===== src/rtl/sprom_pkg.sv =====
package sprom_pkg;
    typedef enum logic [2:0] {
        OP_READ  = 3'd0,
        OP_WRITE = 3'd1,
        OP_ERASE = 3'd2,
        OP_WREN  = 3'd3,
        OP_WRDIS = 3'd4
    } op_e;

    typedef enum logic [2:0] {
        S_BOOT, S_IDLE, S_LOW, S_HIGH, S_END, S_POLL, S_DONE
    } st_e;
endpackage


===== src/rtl/sprom_tick.sv =====
module sprom_tick #(
    parameter int HALF_CYC = 4
) (
    input  logic clk,
    input  logic rst_n,
    input  logic run,
    output logic tick
);
    localparam int CW = $clog2(HALF_CYC + 1);
    logic [CW-1:0] cnt;

    assign tick = run && (cnt == CW'(HALF_CYC - 1));

    always_ff @(posedge clk) begin
        if (!rst_n)             cnt <= '0;
        else if (!run || tick)  cnt <= '0;
        else                    cnt <= cnt + 1'b1;
    end
endmodule


===== src/rtl/sprom_frame.sv =====
module sprom_frame
    import sprom_pkg::*;
#(
    parameter int AW_MAX  = 8,
    parameter int AW_MIN  = 6,
    parameter int DW      = 16,
    parameter int FRAME_W = 5 + AW_MAX + DW,
    parameter int NB_W    = $clog2(FRAME_W + 1)
) (
    input  logic               probe,
    input  logic               wide,
    input  op_e                op,
    input  logic [AW_MAX-1:0]  addr,
    input  logic [DW-1:0]      wdata,
    output logic [FRAME_W-1:0] frame,
    output logic [NB_W-1:0]    nbits
);
    localparam int PAD_W = FRAME_W - 4 - AW_MAX - DW;
    localparam int PAD_N = FRAME_W - 4 - AW_MIN - DW;

    logic [2:0]        cmd;
    logic [AW_MAX-1:0] a;
    logic [DW-1:0]     d;
    logic              has_data;

    always_comb begin
        unique case (op)
            OP_READ:  begin cmd = 3'b110; a = addr;  d = '1;    has_data = 1'b1; end
            OP_WRITE: begin cmd = 3'b101; a = addr;  d = wdata; has_data = 1'b1; end
            OP_ERASE: begin cmd = 3'b111; a = addr;  d = '0;    has_data = 1'b0; end
            OP_WREN:  begin
                cmd = 3'b100;
                a   = wide ? ~({AW_MAX{1'b1}} >> 4)
                           : AW_MAX'(~({AW_MIN{1'b1}} >> 4));
                d   = '0; has_data = 1'b0;
            end
            default:  begin cmd = 3'b100; a = '0;    d = '0;    has_data = 1'b0; end
        endcase
    end

    always_comb begin
        if (probe) begin
            frame = {2'b00, 3'b110, {AW_MAX{1'b1}}, {DW{1'b0}}};
            nbits = NB_W'(FRAME_W);
        end else if (wide) begin
            frame = {1'b0, cmd, a, d, {PAD_W{1'b0}}};
            nbits = has_data ? NB_W'(4 + AW_MAX + DW) : NB_W'(4 + AW_MAX);
        end else begin
            frame = {1'b0, cmd, a[AW_MIN-1:0], d, {PAD_N{1'b0}}};
            nbits = has_data ? NB_W'(4 + AW_MIN + DW) : NB_W'(4 + AW_MIN);
        end
    end
endmodule


===== src/rtl/sprom_ctrl.sv =====
module sprom_ctrl
    import sprom_pkg::*;
#(
    parameter int HALF_CYC   = 4,
    parameter int POLL_LIMIT = 64,
    parameter int AW_MAX     = 8,
    parameter int AW_MIN     = 6,
    parameter int DW         = 16
) (
    input  logic              clk,
    input  logic              rst_n,
    input  logic              cmd_valid,
    input  logic [2:0]        cmd_op,
    input  logic [AW_MAX-1:0] cmd_addr,
    input  logic [DW-1:0]     cmd_wdata,
    output logic              busy,
    output logic              done,
    output logic              err,
    output logic [DW-1:0]     rdata,
    output logic              addr_wide,
    output logic              ee_cs,
    output logic              ee_sk,
    output logic              ee_di,
    input  logic              ee_do
);
    localparam int FRAME_W   = 5 + AW_MAX + DW;
    localparam int NB_W      = $clog2(FRAME_W + 1);
    localparam int PC_W      = $clog2(POLL_LIMIT + 1);
    localparam int PROBE_BIT = AW_MAX + DW - AW_MIN;

    st_e               st, st_nx;
    op_e               op_q;
    logic              probe_q, wide_q, err_q, tick, run, accept;
    logic [FRAME_W-1:0] sh_q, cap_q, frame;
    logic [NB_W-1:0]   nb, left_q;
    logic [PC_W-1:0]   pc_q;
    logic [DW-1:0]     rd_q;

    assign accept = (st == S_IDLE) && cmd_valid && (cmd_op <= 3'd4);
    assign run    = (st == S_LOW) || (st == S_HIGH) || (st == S_END) || (st == S_POLL);

    sprom_tick #(.HALF_CYC(HALF_CYC)) u_tick (
        .clk(clk), .rst_n(rst_n), .run(run), .tick(tick)
    );

    sprom_frame #(.AW_MAX(AW_MAX), .AW_MIN(AW_MIN), .DW(DW), .FRAME_W(FRAME_W), .NB_W(NB_W)) u_frame (
        .probe(st == S_BOOT), .wide(wide_q), .op(op_e'(cmd_op)),
        .addr(cmd_addr), .wdata(cmd_wdata), .frame(frame), .nbits(nb)
    );

    // State register
    always_ff @(posedge clk) begin
        if (!rst_n) st <= S_BOOT;
        else        st <= st_nx;
    end

    // Next-state logic
    always_comb begin
        st_nx = st;
        unique case (st)
            S_BOOT: st_nx = S_LOW;
            S_IDLE: if (accept) st_nx = S_LOW;
            S_LOW:  if (tick) st_nx = S_HIGH;
            S_HIGH: if (tick) st_nx = (left_q == NB_W'(1)) ? S_END : S_LOW;
            S_END:  if (tick) st_nx = (!probe_q && (op_q == OP_WRITE || op_q == OP_ERASE))
                                      ? S_POLL : S_DONE;
            S_POLL: if (tick && (ee_do || pc_q == PC_W'(POLL_LIMIT - 1))) st_nx = S_DONE;
            S_DONE: st_nx = S_IDLE;
            default: st_nx = S_IDLE;
        endcase
    end

    // Outputs
    always_comb begin
        ee_cs = (st == S_LOW) || (st == S_HIGH) || (st == S_POLL);
        ee_sk = (st == S_HIGH);
        ee_di = ((st == S_LOW) || (st == S_HIGH)) && sh_q[FRAME_W-1];
        busy  = (st != S_IDLE);
        done  = (st == S_DONE) && !probe_q;
    end

    // Datapath
    always_ff @(posedge clk) begin
        if (!rst_n) begin
            op_q    <= OP_READ;
            probe_q <= 1'b1;
            wide_q  <= 1'b1;
            err_q   <= 1'b0;
            sh_q    <= '0;
            cap_q   <= '0;
            left_q  <= '0;
            pc_q    <= '0;
            rd_q    <= '0;
        end else begin
            if (st == S_BOOT || accept) begin
                sh_q    <= frame;
                left_q  <= nb;
                cap_q   <= '0;
                pc_q    <= '0;
                probe_q <= (st == S_BOOT);
            end
            if (accept) begin
                op_q  <= op_e'(cmd_op);
                err_q <= 1'b0;
            end
            if (st == S_HIGH && tick) begin
                sh_q   <= sh_q << 1;
                cap_q  <= {cap_q[FRAME_W-2:0], ee_do};
                left_q <= left_q - 1'b1;
            end
            if (st == S_POLL && tick) begin
                pc_q <= pc_q + 1'b1;
                if (!ee_do && pc_q == PC_W'(POLL_LIMIT - 1)) err_q <= 1'b1;
            end
            if (st == S_DONE) begin
                if (probe_q)               wide_q <= cap_q[PROBE_BIT];
                else if (op_q == OP_READ)  rd_q   <= cap_q[DW-1:0];
            end
        end
    end

    assign err       = err_q;
    assign rdata     = rd_q;
    assign addr_wide = wide_q;
endmodule


===== config.mk =====
export PLATFORM = sky130hd
export DESIGN_NAME = sprom_ctrl
export DESIGN_NICKNAME = d
export VERILOG_FILES = /design/src/rtl/sprom_pkg.sv /design/src/rtl/sprom_tick.sv /design/src/rtl/sprom_frame.sv /design/src/rtl/sprom_ctrl.sv
export SDC_FILE = /design/constraint.sdc
export NUM_CORES = 1
export LEC_CHECK = 0
export CORE_ASPECT_RATIO = 1.5
export CORE_UTILIZATION = 56
export DETAILED_ROUTE_END_ITERATION = 10
export GPL_TIMING_DRIVEN = 0
export PLACE_DENSITY = 0.8
export SYNTH_ARGS = -nofsm -noshare
export SYNTH_HDL_FRONTEND = slang
export SYNTH_HIERARCHICAL = 1
export SYNTH_SLANG_ARGS = --single-unit
export TNS_END_PERCENT = 5

===== constraint.sdc =====
create_clock -name clk -period 2.5 [get_ports clk]
set_input_delay 0.75 -clock clk [delete_from_list [all_inputs] [get_ports clk]]
set_output_delay 0.75 -clock clk [all_outputs]
set_load 0.1 [all_outputs]

# Word level (Yosys, flattened, before mapping)

Cells that the tools add are included.

Add/sub/neg operators: 3
Order comparisons: 1
Eq/ne operators: 20
Muxes and demuxes: 30
Bitwise gates (word level): 2
Reduce and logical (&&, ||, !) cells: 33

Operators with widths:

| cell                                                                | number |
|---|---|
| 29-bit two-way mux                                                  | 2 |
| 19-bit two-way mux                                                  | 2 |
| 16-bit case mux with 2 select lines                                 | 1 |
| 5-bit two-way mux                                                   | 6 |
| 28-bit two-way mux                                                  | 1 |
| 25-bit two-way mux                                                  | 1 |
| 3-bit by 2-bit == test with 1-bit output (second input constant)    | 6 |
| 3-bit two-way mux                                                   | 6 |
| 3-bit case mux with 6 select lines                                  | 1 |
| 8-bit case mux with 2 select lines                                  | 1 |
| 7-bit two-way mux                                                   | 2 |
| 1-bit logical AND                                                   | 10 |
| 3-bit by 1-bit == test with 1-bit output (second input constant)    | 3 |
| 3-bit == test (second input constant)                               | 3 |
| 3-bit logical NOT                                                   | 3 |
| 1-bit logical OR                                                    | 8 |
| 2-bit != test (second input constant)                               | 4 |
| 7-bit by 1-bit adder with 7-bit output (second input constant)      | 1 |
| 7-bit by 6-bit == test with 1-bit output (second input constant)    | 1 |
| 2-bit case mux with 3 select lines                                  | 1 |
| 2-bit OR reduction                                                  | 3 |
| 5-bit by 1-bit == test with 1-bit output (second input constant)    | 1 |
| 5-bit AND reduction                                                 | 1 |
| 5-bit by 1-bit subtractor with 5-bit output (second input constant) | 1 |
| 13 further kinds                                                    | 20 |

Bits in registers: 88
Bits of input ports: 31
Output and inout port bits: 23
Word-level logic and storage cells: 101

# Logic depth before layout (Yosys ltp)

Gate-level depths: netlist of run 1.

Word-level depth: 8
Gate-level depth with buffers: 10
Mapped depth without buffers: 7

# Cells and area by module

Netlist of run 1, hierarchy kept.

By module, submodules not included:

| module      | times used | cells each | area an instance (µm²) | seq. area each (µm²) |
|---|---|---|---|---|
| sprom_ctrl  | 1          | 437        | 3749.8                 | 1701.6 |
| sprom_frame | 1          | 90         | 777.0                  | 0.0 |
| sprom_tick  | 1          | 10         | 132.6                  | 60.1 |

# Worst setup path before layout of run 1

OpenSTA, ideal clock, no wires.

Path kind: register to output
Start: reg st[2]
End: out ee_sk
Arrival time: 2095 ps
Data required time: 1750 ps
Setup slack: -345 ps
Cell stages (with the launch flop): 4
Path buffers: 1
Cell sequence: dfxtp_1 -> buf_4 -> or2b_2 -> nor2_1

Longest elaborated chain between the ends: 1

Ends and longest elaborated chain:

| item                                     | line             | text |
|---|---|---|
| start, declared                          | sprom_ctrl.sv:31 | `st_e st, st_nx;` |
| start signal, assigned                   | sprom_ctrl.sv:54 | `else st <= st_nx;` |
| 3-bit by 2-bit == test with 1-bit output | sprom_ctrl.sv:76 | `ee_sk = (st == S_HIGH);` |
| end, declared                            | sprom_ctrl.sv:22 | `output logic ee_sk,` |

No other way between the ends.

# Worst setup path in the final report of run 1

Start: reg st[2]
End: out ee_cs

Longest elaborated chain between the ends: 3
Elaborated cells between the ends (all ways): 5
Classes of those cells: 3 x eq/ne; 2 x reduce/logical

Ends and longest elaborated chain:

| item                                     | line             | text |
|---|---|---|
| 3-bit by 2-bit == test with 1-bit output | sprom_ctrl.sv:75 | `ee_cs = (st == S_LOW) \|\| (st == S_HIGH) \|\| (st == S_POLL);` |
| 1-bit logical OR                         | sprom_ctrl.sv:75 |  |
| 1-bit logical OR *                       | sprom_ctrl.sv:75 |  |
| end, declared                            | sprom_ctrl.sv:21 | `output logic ee_cs,` |

Mark *: on every way between the ends. The rest lies on a longest branch, timed or not.

==> key figures, run 1 <==
Synth
  – Share of the synthesized area in the top cell type: between 30% and 40%
  – Top cells by area, synth: dfxtp_1 (38%), mux2i_1 (7.5%), nor3_1 (4.9%), a21oi_1 (4.7%), a2111oi_2 (4.5%)
  – Synth Area in XOR/XNOR: less than 1%
  – Most numerous cell in the Yosys netlist: dfxtp_1
  – FF+latch count, synth: 88
  – Ys async rst share: 0%
  – Avg Cell Area, Syn: 8.68 sq um
  – Cells after synthesis: 537
  – Seq/Total Area, Yosys: 37.8%
  – Adder-cell share of the synthesized area: 2.42%
  – Leading area contributor after synthesis: dfxtp_1
  – Most used flip-flop cell after synthesis: dfxtp_1
  – Largest family of logic cells by synthesized area: simple AND/OR/NAND/NOR gates
  – Number of library cell types mapped by synthesis: 60
  – Post-synth EDFFs: 0
  – Complex-gate fraction of the synthesized area: 20.9%
  – Top cells by count, synth: dfxtp_1 (88), nor2_1 (50), nor3_1 (46), a21oi_1 (44)
  – YS warnings: 6
  – Synth Area in Simple Gates: 22.4%
  – Post-Syn Area: 0.00466 sq mm
  – Mux share of post-synthesis cell area: 8.00%

CTS
  – CTS root buf: clkbuf_16
  – CTS tree: done
  – Clock transition at path regs: 60 ps
  – Max H-tree Level: 3
  – TritonCTS buffer count: 9
  – Hold Buf Count CTS: 0
  – Clock Path Buffers: 2
  – Clock Latency Late Sink: about 330 ps
  – Clock tree sinks: 88

Detailed routing
  – Vias: between 4,000 and 5,000
  – Via density: a little under 6
  – DRC viols: 0
  – DR iter-0 viols: 279
  – Routed WL: 10.9 mm
  – DRT Pass-1 Iters: 5
  – DR WL/cell: 15.4 um
  – Final ANT Viol Nets: 0

Global route
  – Largest net degree at the start of global routing: 14
  – GR peak layer: met2
  – Global-route wire length before repair: 18.3 mm
  – Vias in the first global route: 4,001
  – Met1 GRT Util: 28.3%
  – M2 GR Usage: between 50% and 60%
  – Initial antenna violation count: 0
  – Total gr overflow: 0
  – Total Routing Usage GR: 26.2%
  – Met3 Usage GRT: under 10%

Pwr
  – Max IR drop VDD: between 0.0005 and 0.0006 V
  – Leak Pwr: ~2.4 nW
  – Power per cell area: 909 mW/mm^2

STA
  – Final setup viols: 0
  – Fin. Hold Viols: 0
  – Final setup margin: 72.7 ps
  – Fmax: 0.412 GHz
  – Tmin final: 2430 ps
  – Slew Limit Fails: 0
  – RSZ-0062 raised after global routing: no
  – Fin crit share: between 90% and 100%
  – Worst Max-Slew Pin Slew: 957 ps
  – Max transition margin: 36.4%
  – Hold WS: approximately 450 ps
  – Clk_skew: approximately 5.3 ps

Worst setup path
  – Crit-path max FO: 10
  – Crit path DAT: 1680 ps
  – Critical-path cell list: buf_4 > inv_1 > ha_1 > nand2b_1 > clkbuf_4
  – Startpoint Class: register
  – R2r setup slk: roughly 170 ps
  – Critical path capture point type: output pin
  – Worst Path Required: 1750 ps
  – Crit Path Class: reg2out
  – Slowest CP cell: dfxtp_2
  – Max incr delay on CP: 420 ps

Place
  – Dpl cell area: 0.00533 sq mm
  – Gp weighted congestion: ~0.95
  – IO Port Bufs: 53
  – Pre-CTS WS: -534 ps
  – Placed Cells incl. Taps: 696
  – Post-DP HPWL: 8.14 mm

Floorplan
  – I/O pin count: 54
  – CORE AREA: 0.00806 sq mm
  – Height of the die: ~110 um
  – Die area: 0.00870 sq mm
  – Die width: 76.5 um
  – Starting Density: 57.8%
  – Rows: 40

Layout
  – Layout cells sized above 1: 16.2%
  – Final Cell Area: 0.00558 sq mm
  – Final net count: 641
  – Antenna cells: 0
  – Area Overhead vs Synth: 19.7%
  – Non-filler cells, final: 709

Run
  – Number of max-cap violations: 0

Worst hold path
  – Hold Crit Class: reg2reg

Status
  – Status: finished, final reports clean
## final timing paths
kind	startpoint	end	depth (start not counted)
worst max-delay path	st[2]	ee_cs	5
worst min-delay path	err	err	2
worst max register to register	st[2]	st[1]	8
worst min register to register	err	err	2
## state kept, by name, summed over array words and instances, names as in the netlist
signal,flops
sh_q,29
cap_q,19
op_q,3
left_q,5
u_tick/cnt,3
addr_wide,1
probe_q,1
err,1
rdata,16
pc_q,7
st,3
## critical path, delay by kind of cell, from the launching register on
| kind | cells | cell delay, ps |
|---|---|---|
| buf+inv | 3 | 580 |
| simple gates | 1 | 140 |
| fa+ha+maj | 1 | 200 |
| flops | 1 | 420 |
## layout make-up
type / instances / area, sq um
clock inverters: 4 / 47.5
plain buffers: 50 / 309
multi-input cells: 386 / 2560
clock buffers: 10 / 229
well taps: 105 / 131
fillers: 648 / 2480
flip-flops and latches: 88 / 1760
repair buffers: 53 / 488
inverters: 13 / 48.8
## metrics by stage
| stage | setup TNS (ps) | total power, mW | utilization [%] |
|---|---|---|---|
| final | 0 | 5.07 | 69.2 |
| after floorplan | 0 | 3.33 | - |
| after CTS | -75.9 | 5.08 | 69.2 |
| after global routing | 0 | 5.36 | 69.2 |
| after detailed placement | -30260 | 3.81 | 66.1 |
| after global placement | -29100 | 3.75 | 66.1 |
## repair_timing
| item | in CTS | in global routing |
|---|---|---|
| gates resized for setup | 48 | 9 |
| endpoints found under the setup margin | 82 | 49 |
| buffers inserted | 0 | 0 |
## power by group
group          internal, mW  switching, mW
Combinational         0.766           1.27
Clock                 0.759          0.507
Sequential             1.62          0.146
Total                  3.15           1.92
## kinds of logic (layout without fill, tap and decap cells)
group | count (synthesis) | count (layout)
other | 2 | 3
flip-flops | 88 | 88
buffers and inverters | 64 | 130
XOR/XNOR | 3 | 3
AND/OR/NAND/NOR | 202 | 202
multiplexers | 37 | 37
AO/OA/AOI/OAI | 132 | 132
adder cells (fa/ha/maj) | 9 | 9
## layout by cell type, fill, tap and decap left out, types with 4 or more instances in the layout
master           count
a2111oi_2           14
inv_1               11
a22oi_1             10
dfxtp_1             86
buf_4               18
clkbuf_16            9
a21oi_1             44
dlygate4sd2_1       18
nor2_1              49
nand3_1             35
mux2i_1             35
clkdlybuf4s50_1     29
a221oi_1             5
clkbuf_2             6
o21ai_0             33
ha_1                 9
a31oi_1              4
nand2_1             33
clkbuf_1            14
buf_6                6
buf_2               12
nor3_1              46
## per-layer routing
metal / up-vias / part of all wire (%)
met2: 132 / 52
met4: 0 / 1.9
met3: 15 / 4.5
li1: 2065 / -
met1: 1931 / 41
met5: - / 0
Power figures use the tool's default switching activity.
==> run 2, diff against run 1 <==
- ABC_CLOCK_PERIOD_IN_PS: not set -> 2500
- CTS_CLUSTER_DIAMETER: not set -> 50
- MAX_ROUTING_LAYER: not set -> met4
==> run 2 against run 1 <==
Net effect:
- the run now ends with negative setup slack left
- clock-buffer cell count up 1
- final cell count up 0.42%
- via count up 1.2%
- die area unchanged
- first-iteration DRC count down 14%
- critical path depth down 2
- worst setup slack worse by 130 ps
- design area up 1.1%
==> key figures, run 2 (same netlist as run 1, synthesis figures left out) <==
Detailed routing
  – Final ANT Viol Nets: 0 (unchanged)
  – DRC viols: 0 (unchanged)
  – Vias: 4,194 (+1.2%)
  – Via density: 5.89 (+0.80%)
  – Routed WL: 11.1 mm (+1.9%)
  – DRT Pass-1 Iters: 5 (unchanged)
  – DR iter-0 viols: 239 (-14%)
  – DR WL/cell: 15.7 um (+1.5%)

Layout
  – Commonest cells after routing, fill and taps aside: dfxtp_1 (86), nor2_1 (49), nor3_1 (46)
  – Layout cells sized above 1: 16.6% (+0.41 points)
  – Commonest non-fill, non-tap cell in the layout: dfxtp_1
  – Largest register FFs: 29 (unchanged)
  – Area Overhead vs Synth: 21.1%
  – Finished Core Util: 70.0% (+0.78 points)
  – Final net count: 642 (+0.16%)
  – Final Cell Area: 0.00564 sq mm (+1.1%)
  – Antenna cells: 0 (unchanged)
  – Most flop-heavy register: sh_q
  – Fill cells: 691 (+6.6%)

Worst setup path
  – Worst R2R Start: st[2]
  – Startpoint Class: register
  – Crit path from: st[0]
  – Critical path capture point type: output pin
  – Crit-path max FO: 4 (-6)
  – Crit path DAT: 1810 ps (+130 ps)
  – Worst Path Required: 1750 ps (about the same)
  – Crit Path Class: reg2out

CTS
  – Clock transition at path regs: 60 ps (about the same)
  – Hold Buf Count CTS: 0 (unchanged)
  – Post-CTS setup buffers: 0 (unchanged)
  – Clock Path Buffers: 2 (unchanged)
  – CTS tree: done
  – Max H-tree Level: 3 (unchanged)
  – TritonCTS buffer count: 9 (unchanged)
  – Clock Latency Late Sink: 340 ps (about the same)
  – CTS root buf: clkbuf_16
  – Clock tree sinks: 88 (unchanged)

Status
  – Failing checks: negative setup slack
  – Status: finished with violations

Floorplan
  – Rows: 40 (unchanged)
  – Starting Density: 57.8% (unchanged)
  – I/O pin count: 54 (unchanged)
  – Die width: 76.5 um (unchanged)
  – Die area: 0.00870 sq mm (unchanged)
  – CORE AREA: 0.00806 sq mm (unchanged)
  – Height of the die: 114 um (unchanged)

STA
  – RSZ-0062 raised after global routing: yes
  – Fin. Hold Viols: 0 (unchanged)
  – Tmin final: 2560 ps (+132 ps)
  – Worst Max-Slew Pin Slew: 958 ps (+0.714 ps)
  – Max transition margin: 36.4% (-0.047 points)
  – Fmax: 0.391 GHz (-5.2%)
  – Slew Limit Fails: 0 (unchanged)
  – Fin crit share: 102% (+5.3 points)
  – Clk_skew: 5.69 ps (+0.382 ps)
  – Final setup margin: -59.4 ps (-132 ps)
  – Final setup viols: 1 (+1)

Pwr
  – Max IR drop VDD: 0.000558 V (+4.1%)
  – Leak Pwr: 2.40 nW (+0.58%)
  – Power per cell area: 933 mW/mm^2 (+2.6%)

Place
  – Post-DP HPWL: 8.16 mm (+0.25%)
  – Gp weighted congestion: 0.972 (+2.0%)
  – Dpl cell area: 0.00533 sq mm (unchanged)
  – IO Port Bufs: 53 (unchanged)

Global route
  – Global-route wire length before repair: 18.3 mm (-0.11%)
  – Vias in the first global route: 4,029 (+0.70%)
  – Largest net degree at the start of global routing: 15 (+1)
  – Total Routing Usage GR: 27.1% (+0.93 points)
  – Initial antenna violation count: 0 (unchanged)
  – Total gr overflow: 0 (unchanged)

Run
  – Number of max-cap violations: 0 (unchanged)

Worst hold path
  – Min-delay src: err
  – Hold Crit Class: reg2reg
-- run 2: worst paths after layout --
| kind | end | cells past startpoint | slack (ps) |
|---|---|---|---|
| max | busy | 3 | -60 |
| min | err | 2 | 470 |
| max reg2reg | st[1] | 9 | 150 |
| min reg2reg | err | 2 | 470 |
-- run 2: what timing repair did --
item,4_1_cts,5_1_grt
gates cloned,0,0
setup endpoints to repair,80,47
resized for setup,45,13
hold endpoints to repair,0,0
-- run 2: metrics by stage --
| stage | TNS [ps] | setup slack (ps) | power [mW] | instances | hold slack [ps] |
|---|---|---|---|---|---|
| after floorplan | 0 | 116 | 3.33 | 538 | 432 |
| after global placement | -29030 | -512 | 3.75 | 696 | 440 |
| after detailed placement | -30720 | -552 | 3.81 | 696 | 457 |
| after CTS | -75.0 | -75.0 | 5.24 | 712 | 469 |
| after global routing | -125 | -125 | 5.55 | 712 | 491 |
| final | -59.4 | -59.4 | 5.26 | 712 | 467 |
-- run 2: worst max-delay path, cell delays in order, from the launching register on --
cell,delay (ps)
dfxtp_1,330
nor3b_2,190
inv_1,90
dlygate4sd2_1,860
-- run 2: per-layer routing --
metal	part of all wire [%]	global-route usage [%]	routed length, um
met1	41	28.3	4570
met2	53	50.3	5850
met3	4.2	4.08	463
met4	2.3	11.8	255
met5	0	-	0
-- run 2: layout make-up --
type / count / area (sq um) / share of cell area, %
Buffer: 51 / 314 / 5.57
Clock buffer: 11 / 243 / 4.30
Clock inverter: 5 / 80.1 / 1.42
Inverter: 13 / 48.8 / 0.865
Multi-Input combinational cell: 386 / 2560 / 45.4
Sequential cell: 88 / 1770 / 31.4
Tap cell: 105 / 131 / 2.33
Timing Repair Buffer: 53 / 492 / 8.72
-- run 2: report_power, final --
part           total [mW]  internal [mW]  switching (mW)
sequential           1.77           1.63           0.146
combinational        2.05          0.781            1.27
clock                1.43          0.900           0.532
total                5.26           3.31            1.95
